File: src/rtl/dbell_pkg.sv
package dbell_pkg;
  localparam int ADDR_W = 6;

  localparam logic [ADDR_W-1:0] OFS_RX   = 6'h00;
  localparam logic [ADDR_W-1:0] OFS_STAT = 6'h04;
  localparam logic [ADDR_W-1:0] OFS_CTRL = 6'h08;
  localparam logic [ADDR_W-1:0] OFS_TX   = 6'h0C;
  localparam logic [ADDR_W-1:0] OFS_CPL  = 6'h10;
  localparam logic [ADDR_W-1:0] OFS_IEN  = 6'h20;

  typedef struct packed {
    logic [15:0] id;
    logic [15:0] payload;
  } msg_t;

  typedef struct packed {
    logic err;
    msg_t msg;
  } cpl_t;
endpackage

File: src/rtl/dbell_fifo.sv
module dbell_fifo #(
  parameter int W     = 32,
  parameter int DEPTH = 16
) (
  input  logic         clk,
  input  logic         rst_n,
  input  logic         push,
  input  logic [W-1:0] wdata,
  input  logic         pop,
  output logic [W-1:0] rdata,
  output logic         empty,
  output logic         full
);
  localparam int AW = $clog2(DEPTH);

  logic [W-1:0] mem [DEPTH];
  logic [AW:0]  wptr, rptr;
  logic         do_push, do_pop;

  assign do_push = push && !full;
  assign do_pop  = pop && !empty;

  always_ff @(posedge clk or negedge rst_n) begin
    if (!rst_n) begin
      wptr <= '0;
      rptr <= '0;
    end else begin
      if (do_push) wptr <= wptr + 1'b1;
      if (do_pop)  rptr <= rptr + 1'b1;
    end
  end

  always_ff @(posedge clk) begin
    if (do_push) mem[wptr[AW-1:0]] <= wdata;
  end

  assign rdata = mem[rptr[AW-1:0]];
  assign empty = (wptr == rptr);
  assign full  = (wptr[AW] != rptr[AW]) && (wptr[AW-1:0] == rptr[AW-1:0]);
endmodule

File: src/rtl/dbell_irq.sv
module dbell_irq #(
  parameter int NSRC = 3
) (
  input  logic [NSRC-1:0] enable,
  input  logic [NSRC-1:0] pending,
  output logic            irq
);
  assign irq = |(enable & pending);
endmodule

File: src/rtl/dbell_mbox.sv
module dbell_mbox
  import dbell_pkg::*;
#(
  parameter bit LARGE_ID = 1'b0,
  parameter int DEPTH    = 16
) (
  input  logic              clk,
  input  logic              rst_n,
  input  logic              host_wr,
  input  logic              host_rd,
  input  logic [ADDR_W-1:0] host_addr,
  input  logic [31:0]       host_wdata,
  output logic [33:0]       host_rdata,
  output logic              tx_valid,
  input  logic              tx_ready,
  output logic [15:0]       tx_payload,
  output logic [15:0]       tx_dest,
  input  logic              cpl_pulse,
  input  logic              cpl_err,
  input  logic              rx_valid,
  output logic              rx_ready,
  input  logic [15:0]       rx_payload,
  input  logic [15:0]       rx_src,
  output logic              irq
);
  localparam logic [15:0] ID_MASK = LARGE_ID ? 16'hFFFF : 16'h00FF;
  localparam int MSG_W = $bits(msg_t);
  localparam int CPL_W = $bits(cpl_t);

  // sticky flags and configuration
  logic       ovf_q, ok_pend, err_pend, log_fail;
  logic [2:0] irq_en;

  // queue interfaces
  msg_t txq_in, txq_head, infl_head, rxq_in, rxq_head;
  cpl_t cplq_in, cplq_head;
  logic txq_empty, txq_full, infl_empty, infl_full;
  logic cplq_empty, cplq_full, rxq_empty, rxq_full;
  logic txq_push, tx_fire, infl_pop, cplq_push, rxq_push;
  logic rd_rx, rd_cpl, wr_tx, wr_stat;

  assign wr_tx   = host_wr && (host_addr == OFS_TX);
  assign wr_stat = host_wr && (host_addr == OFS_STAT);
  assign rd_rx   = host_rd && (host_addr == OFS_RX);
  assign rd_cpl  = host_rd && (host_addr == OFS_CPL);

  // transmit side
  assign txq_in   = '{id: host_wdata[31:16] & ID_MASK, payload: host_wdata[15:0]};
  assign txq_push = wr_tx && !txq_full;
  assign tx_valid = !txq_empty && !infl_full;
  assign tx_fire  = tx_valid && tx_ready;
  assign tx_payload = txq_head.payload;
  assign tx_dest    = txq_head.id;

  // completion side
  assign infl_pop  = cpl_pulse && !infl_empty;
  assign cplq_in   = '{err: cpl_err, msg: infl_head};
  assign cplq_push = infl_pop && (!cpl_err || log_fail);

  // receive side
  assign rx_ready = !rxq_full;
  assign rxq_push = rx_valid && rx_ready;
  assign rxq_in   = '{id: rx_src & ID_MASK, payload: rx_payload};

  dbell_fifo #(.W(MSG_W), .DEPTH(DEPTH)) u_txq (
    .clk(clk), .rst_n(rst_n), .push(txq_push), .wdata(txq_in),
    .pop(tx_fire), .rdata(txq_head), .empty(txq_empty), .full(txq_full));

  dbell_fifo #(.W(MSG_W), .DEPTH(DEPTH)) u_infl (
    .clk(clk), .rst_n(rst_n), .push(tx_fire), .wdata(txq_head),
    .pop(infl_pop), .rdata(infl_head), .empty(infl_empty), .full(infl_full));

  dbell_fifo #(.W(CPL_W), .DEPTH(DEPTH)) u_cplq (
    .clk(clk), .rst_n(rst_n), .push(cplq_push), .wdata(cplq_in),
    .pop(rd_cpl), .rdata(cplq_head), .empty(cplq_empty), .full(cplq_full));

  dbell_fifo #(.W(MSG_W), .DEPTH(DEPTH)) u_rxq (
    .clk(clk), .rst_n(rst_n), .push(rxq_push), .wdata(rxq_in),
    .pop(rd_rx), .rdata(rxq_head), .empty(rxq_empty), .full(rxq_full));

  // control registers and sticky flags (set wins over clear)
  always_ff @(posedge clk or negedge rst_n) begin
    if (!rst_n) begin
      ovf_q    <= 1'b0;
      ok_pend  <= 1'b0;
      err_pend <= 1'b0;
      log_fail <= 1'b0;
      irq_en   <= '0;
    end else begin
      if (wr_tx && txq_full)                 ovf_q <= 1'b1;
      else if (wr_stat && host_wdata[0])     ovf_q <= 1'b0;
      if (infl_pop && !cpl_err)              ok_pend <= 1'b1;
      else if (wr_stat && host_wdata[1])     ok_pend <= 1'b0;
      if (infl_pop && cpl_err)               err_pend <= 1'b1;
      else if (wr_stat && host_wdata[2])     err_pend <= 1'b0;
      if (host_wr && host_addr == OFS_CTRL)  log_fail <= host_wdata[0];
      if (host_wr && host_addr == OFS_IEN)   irq_en <= host_wdata[2:0];
    end
  end

  // registered read port
  always_ff @(posedge clk or negedge rst_n) begin
    if (!rst_n) begin
      host_rdata <= '0;
    end else if (host_rd) begin
      case (host_addr)
        OFS_RX:   host_rdata <= rxq_empty ? '0 : {2'b10, rxq_head};
        OFS_STAT: host_rdata <= {30'd0, !rxq_empty, err_pend, ok_pend, ovf_q};
        OFS_CTRL: host_rdata <= {33'd0, log_fail};
        OFS_CPL:  host_rdata <= cplq_empty ? '0 : {1'b1, cplq_head};
        OFS_IEN:  host_rdata <= {31'd0, irq_en};
        default:  host_rdata <= '0;
      endcase
    end
  end

  dbell_irq #(.NSRC(3)) u_irq (
    .enable (irq_en),
    .pending({err_pend, ok_pend, !rxq_empty}),
    .irq    (irq));
endmodule

File: config.mk
export PLATFORM = sky130hd
export DESIGN_NAME = dbell_mbox
export DESIGN_NICKNAME = d
export VERILOG_FILES = /design/src/rtl/dbell_pkg.sv /design/src/rtl/dbell_fifo.sv /design/src/rtl/dbell_irq.sv /design/src/rtl/dbell_mbox.sv
export SDC_FILE = /design/constraint.sdc
export NUM_CORES = 2
export LEC_CHECK = 0
export ABC_AREA = 1
export BUFFER_PORTS_ARGS = -buffer_cell sky130_fd_sc_hd__buf_2
export CAP_MARGIN = 40
export CELL_PAD_IN_SITES_DETAIL_PLACEMENT = 1
export CELL_PAD_IN_SITES_GLOBAL_PLACEMENT = 2
export CORE_ASPECT_RATIO = 1.25
export CORE_UTILIZATION = 29
export CTS_BUF_LIST = sky130_fd_sc_hd__clkbuf_16
export CTS_CLUSTER_SIZE = 16
export DETAILED_ROUTE_END_ITERATION = 7
export PLACE_DENSITY_LB_ADDON = 0.1
export SLEW_MARGIN = 10
export SYNTH_ARGS = -nofsm -noshare
export SYNTH_HDL_FRONTEND = slang
export SYNTH_SLANG_ARGS = --single-unit
File: constraint.sdc
create_clock -name clk -period 4.4 [get_ports clk]
set_input_delay 0.66 -clock clk [delete_from_list [all_inputs] [get_ports clk]]
set_output_delay 0.66 -clock clk [all_outputs]
set_load 0.05 [all_outputs]
== After elaboration in Yosys (flattened, before gate mapping) ==
Memory sizes are Yosys's and may differ from the RTL's.
Cells that the tools add are included.
Operators by class
  mux-type cells: 17
  bitwise logic cells: 1
  equality and inequality tests: 17
  reductions and logical operators: 45
  add/subtract/negate cells: 8
Operators with widths (count)
  $pmux W34 S5: 1
  $mux W34: 2
  $add A5 B1 Y5 const B: 8
  $logic_and A1 B1 Y1: 30
  $eq A5 B5 Y1: 4
  $eq A4 B4 Y1: 4
  $mux W1: 14
  $eq A6 B4 Y1 const B: 2
  $logic_not A1 Y1: 9
  $eq A6 B3 Y1 const B: 1
  $eq A6 B5 Y1 const B: 1
  $eq A6 B6 Y1 const B: 1
  $logic_not A6 Y1: 1
  $reduce_bool A2 Y1: 3
  $ne A1 B1 Y1: 4
  $and A3 B3 Y3: 1
  $reduce_or A3 Y1: 1
  $logic_or A1 B1 Y1: 1
Storage, ports and cells
  output and inout bits: 69
  input port bits: 78
  register bits after elaboration: 81
  memories: 4
  word-level logic and storage cells: 106
  bits in writable memories: 1808
Memories
  u_cplq.mem: words 16, width 33, rd ports 1, clocked after memory_dff 0, wr ports 1, line dbell_fifo.sv:16  | logic [W-1:0] mem [DEPTH];
  u_infl.mem: words 16, width 32, rd ports 1, clocked after memory_dff 0, wr ports 1, line dbell_fifo.sv:16
  u_rxq.mem: words 16, width 24, rd ports 1, clocked after memory_dff 0, wr ports 1, line dbell_fifo.sv:16
  u_txq.mem: words 16, width 24, rd ports 1, clocked after memory_dff 0, wr ports 1, line dbell_fifo.sv:16

== Longest topological paths before layout ==
  depth in word-level cells: 8
  mapped depth: 16
  mapped depth without buffers: 13

== Hierarchy ==
Synthesis repeated with hierarchy kept, for this count alone.
Second synthesis, totals
  cells, all modules: 7832
  area, all modules: 88224.6 µm²
Modules (own cells, without submodules)
  dbell_fifo (u_infl ...): cells an instance 1861, area an instance 21323.0 µm², times used 3, seq. area each 15625.0 µm²
  dbell_fifo (u_cplq): cells an instance 1915, area an instance 21974.8 µm², times used 1, seq. area each 16105.4 µm²
  dbell_mbox: cells an instance 330, area an instance 2264.7 µm², times used 1, seq. area each 1026.0 µm²
  dbell_irq: cells an instance 4, area an instance 16.3 µm², times used 1, seq. area each 0.0 µm²

== Worst setup path before layout ==
No wires, ideal clock.
  path type: reg2reg
  start point: register u_rxq.rptr[0]
  end point: memory u_rxq.mem[2][0] (netlist bit) (enable)
  clock period less this slack: 3.809 ns
  arrival time: 3.374 ns
  stages on the path, launching flop included: 11
  setup slack: 0.591 ns
  required time: 3.965 ns
  setup time: 0.435 ns
  buffers on the path: 4
  path through: dfrtp_1 buf_6 inv_4 buf_6 buf_8 nand2_4 a21oi_4 nand3b_1 nand2_2 buf_4 nor3_1
Between the ends
  cells in the longest elaborated chain, start to end: 7
RTL lines
  from (decl): line dbell_fifo.sv:17  | logic [AW:0] wptr, rptr;
  from (signal assigned): line dbell_fifo.sv:29  | if (do_pop) rptr <= rptr + 1'b1;
  $eq A4 B4 Y1 *: line dbell_fifo.sv:39  | assign full = (wptr[AW] != rptr[AW]) && (wptr[AW-1:0] == rptr[AW-1:0]);
  $logic_and A1 B1 Y1 *: line dbell_fifo.sv:39
  $logic_not A1 Y1 *: line dbell_mbox.sv:61  | assign rx_ready = !rxq_full;
  named net rx_ready: line dbell_mbox.sv:21  | output logic rx_ready,
  $logic_and A1 B1 Y1: line dbell_mbox.sv:62  | assign rxq_push = rx_valid && rx_ready;
  $logic_and A1 B1 Y1 *: line dbell_fifo.sv:20  | assign do_push = push && !full;
  $mux W1 *: line dbell_fifo.sv:34  | if (do_push) mem[wptr[AW-1:0]] <= wdata;
  $mux W1 (implied by the code) *: line dbell_fifo.sv:34
  to (decl): line dbell_fifo.sv:16
The timed path passes the listed nets; every way through them passes the cells marked *.

== Worst setup path in the final report ==
  start point: register u_txq.rptr[1]
  end point: output tx_payload[10]
Between the ends
  cells in the longest elaborated chain, start to end: 1
RTL lines
  from (decl): line dbell_fifo.sv:17
  from (signal assigned): line dbell_fifo.sv:29
  $mem_v2 Z16 W24
  to (decl): line dbell_mbox.sv:16  | output logic [15:0] tx_payload,
No other way between the ends.

==> out/qor.yml <==
yosysTopAreaCell: "edfxtp_1"
clkLatencyLatePin_ns: 0.85
setup-tns-final_ns: 0
p_per_area_mw_per_mm2: 696.3
grt_start_max_net_pins: 202
reg2reg_to: "u_infl.mem[2][15]"
whs_endpoint: "log_fail"
ys_seq_area_share_pct: 73.56
cts_inserted_buffers: 190
swShare_pct: 37.28
relSlewSlack_pct: 28.00
post-route-drc-count: 0
ys.warnings.count: 0
layout_commonest_cell: "edfxtp_1"
vias: 41357
num-nets-final: 5663
path_common_cell: "o21ai_0"
gp_congestion: 0.7107
end_kind: "primary output"
rsz0062_at_grt: "false"
hpwl_um: 118300
worst-path-max-fanout: 59
antenna_found_initial: 22
fin_crit_ns: 4.153
critPathSlowestCell: "dfrtp_4"
port_buffers: 114
m1WireLength_um: 91050
yosysTopAreaCellShare_pct: 70.79
netlist_area_mm2: 0.06584
pwr-share-comb_pct: 32.7
first_global_vias: 43263
power_frac_seq_pct: 39.9
drive_gt1_share_pct: 11.17
cp.required_ns: 3.74
async_flop_share_pct: 4.492
clk_pin_slew_worst_paths_ns: 0.06
fmax_mhz: 240.8
clkPwrFrac_pct: 27.4
syn2layout_area_growth_pct: 16.59
met2WireLength_um: 106400
worstMarginPinSlew_ns: 1.080
antenna_left: 0
fin_worst_skew_ns: 0.04490
intPower_mw: 33.53
maxSlewViolCount: 0
clockBufferDepth: 4
die_w_um: 428.2
hold_slack_ns: 0.1907
ys_types: 38
initial_utilization_pct: 29.17
peakVddDrop_mv: 0.6095
final_util_pct: 34.01
synthCells: 5391
cts-root-buf: "clkbuf_16"
cts_sinks: 1625
io_pins: 147
hold_start: "host_addr[2]"
viasPerCell: 4.773
finalSetupViolCount: 0
cts_setup_buffers: 0
first_pass_iters: 5
synth-seq-cells: 1625
crit_chain: "buf_12 > nor2_1 > o21ai_0 > o21ai_0 > o211ai_1 > nand3_1 > buf_2"
path_class: "reg -> out"
top_layer: "met5"
placed_area_mm2: 0.07106
hold_violations: 0
power.switching_mw: 19.92
synth_edf_count: 1552
drt_iter0_drc: 2182
ys.flop_type: "edfxtp_1"
leakage_nw: 26.95
cts.htree.levels: 4
hold_path.class: "in -> reg"
synth_area_per_cell_um2: 12.21
cap_violations: 0
die_h_um: 534.7
fin_area_mm2: 0.07676
yosys-top-cells-area: "edfxtp_1 (71%), nor2_1 (6.5%), nand2_1 (4.7%), o21ai_0 (4.3%), dfrtp_1 (2.8%)"
whs_path_depth: 4
wl_per_cell_um: 24.08
overflow: 0
num_rows: 195
crit_path_max_incr_delay_ns: 0.81
reg2reg_slack_ns: 1.23
wl_um: 208600
cts_tree: "yes"
reg2reg_from: "u_txq.rptr[1]"
core_mm2: 0.2257
status: "completed"
fp.dieArea_mm2: 0.2290
grt_pass1_wl_um: 303700
critPathLaunchType: "flop"
fin_crit_sh_pct: 94.39
dr_wl_met3_um: 6085
reg2reg_depth: 8
grtUsageTotal_pct: 18.04
layout_common_cells: "edfxtp_1 (1552), nor2_1 (1096), nand2_1 (818), o21ai_0 (569), nand3_1 (296)"
arrival_ns: 3.49
worst max path at each step:
stage / end / startpoint / cells past startpoint / slack [ns]
6_report: tx_payload[10] / u_txq.rptr[1] / 7 / 0.25
3_5_place_dp: u_txq.mem[9][23] / host_addr[1] / 9 / 0.96
3_3_place_gp: u_txq.mem[9][23] / host_addr[1] / 9 / 0.92
2_1_floorplan: u_rxq.mem[2][0] / u_rxq.rptr[0] / 10 / 0.59
4_1_cts: tx_payload[14] / u_txq.rptr[1] / 8 / 0.12
5_1_grt: tx_payload[1] / u_txq.rptr[1] / 7 / 0.05
worst max-delay path: cells and delay by family (launching register included):
family	cells	cell delay [ns]
flip-flops	1	0.81
buffers and inverters	2	0.79
AND/OR/NAND/NOR	2	0.61
AO/OA/AOI/OAI	3	0.41
stage by stage:
step           total power, mW  cells  setup slack (ns)
6_report                 53.45   8665            0.2468
5_1_grt                  56.51   8661           0.04581
4_1_cts                  54.68   8658            0.1200
3_5_place_dp             39.81   8325            0.9588
3_3_place_gp             39.48   8318            0.9242
2_1_floorplan            31.41   5406            0.5906
cell type report:
| class | instances | area (um^2) |
|---|---|---|
| clock buffers | 194 | 4855 |
| multi-input cells | 3232 | 15520 |
| fillers | 24070 | 148900 |
| inverters | 220 | 845.8 |
| flip-flops and latches | 1625 | 48470 |
| repair buffers | 296 | 2567 |
| well taps | 2955 | 3697 |
| clock inverters | 138 | 799.5 |
| diodes | 5 | 12.51 |
power groups by stage:
| stage | combinational [mW] | sequential, mW | clock [mW] |
|---|---|---|---|
| finish | 17.5 | 21.3 | 14.6 |
| detailed placement | 18.1 | 21.7 | 0 |
| global placement | 17.8 | 21.7 | 0 |
| global route | 19.4 | 21.5 | 15.6 |
| CTS | 18.2 | 21.4 | 15.1 |
| floorplan | 10.0 | 21.4 | 0 |
synth_stat cells, types with 31 or more instances:
| library cell | instances |
|---|---|
| edfxtp_1 | 1552 |
| dfrtp_1 | 73 |
| o21ai_0 | 569 |
| clkbuf_1 | 139 |
| nand3_1 | 296 |
| buf_4 | 33 |
| inv_1 | 203 |
| mux2i_1 | 58 |
| buf_2 | 120 |
| nor2_1 | 1148 |
| xor2_1 | 31 |
| o32ai_1 | 96 |
| nand2_1 | 818 |
| o221ai_1 | 59 |
| o211ai_1 | 58 |
layer usage:
metal  vias to the layer above  track usage (%)
met2                       523            32.34
met4                        20            4.913
met3                       262            2.263
met1                     21220            22.74
met5                         -                0
li1                      19332                -
registers in the layout (all words and copies together), names as in the netlist:
signal and cells:
host_rdata 26, ok_pend 1, u_cplq.mem 400, err_pend 1
u_infl.wptr 5, log_fail 1, u_rxq.mem 384, u_infl.mem 384
u_txq.mem 384, u_infl.rptr 5, u_txq.wptr 5, u_cplq.wptr 5
u_txq.rptr 5, u_rxq.wptr 5, u_rxq.rptr 5, irq_en 3
ovf_q 1, u_cplq.rptr 5
repair_timing:
item,4_1_cts,5_1_grt
hold endpoints to repair,21,0
resized for setup,0,0
hold buffers,1,0
kinds of logic after synthesis:
| group | Yosys count | share of synthesized area, % |
|---|---|---|
| compound gates | 801 | 7.221 |
| xor+xnor | 37 | 0.4922 |
| fa+ha+maj | 20 | 0.3801 |
| buf+inv | 549 | 3.645 |
| flops | 1625 | 73.56 |
| mux | 58 | 0.8818 |
| other cells | 1 | 0.005696 |
| simple gates | 2300 | 13.81 |
(Power assumes the default switching activity.)
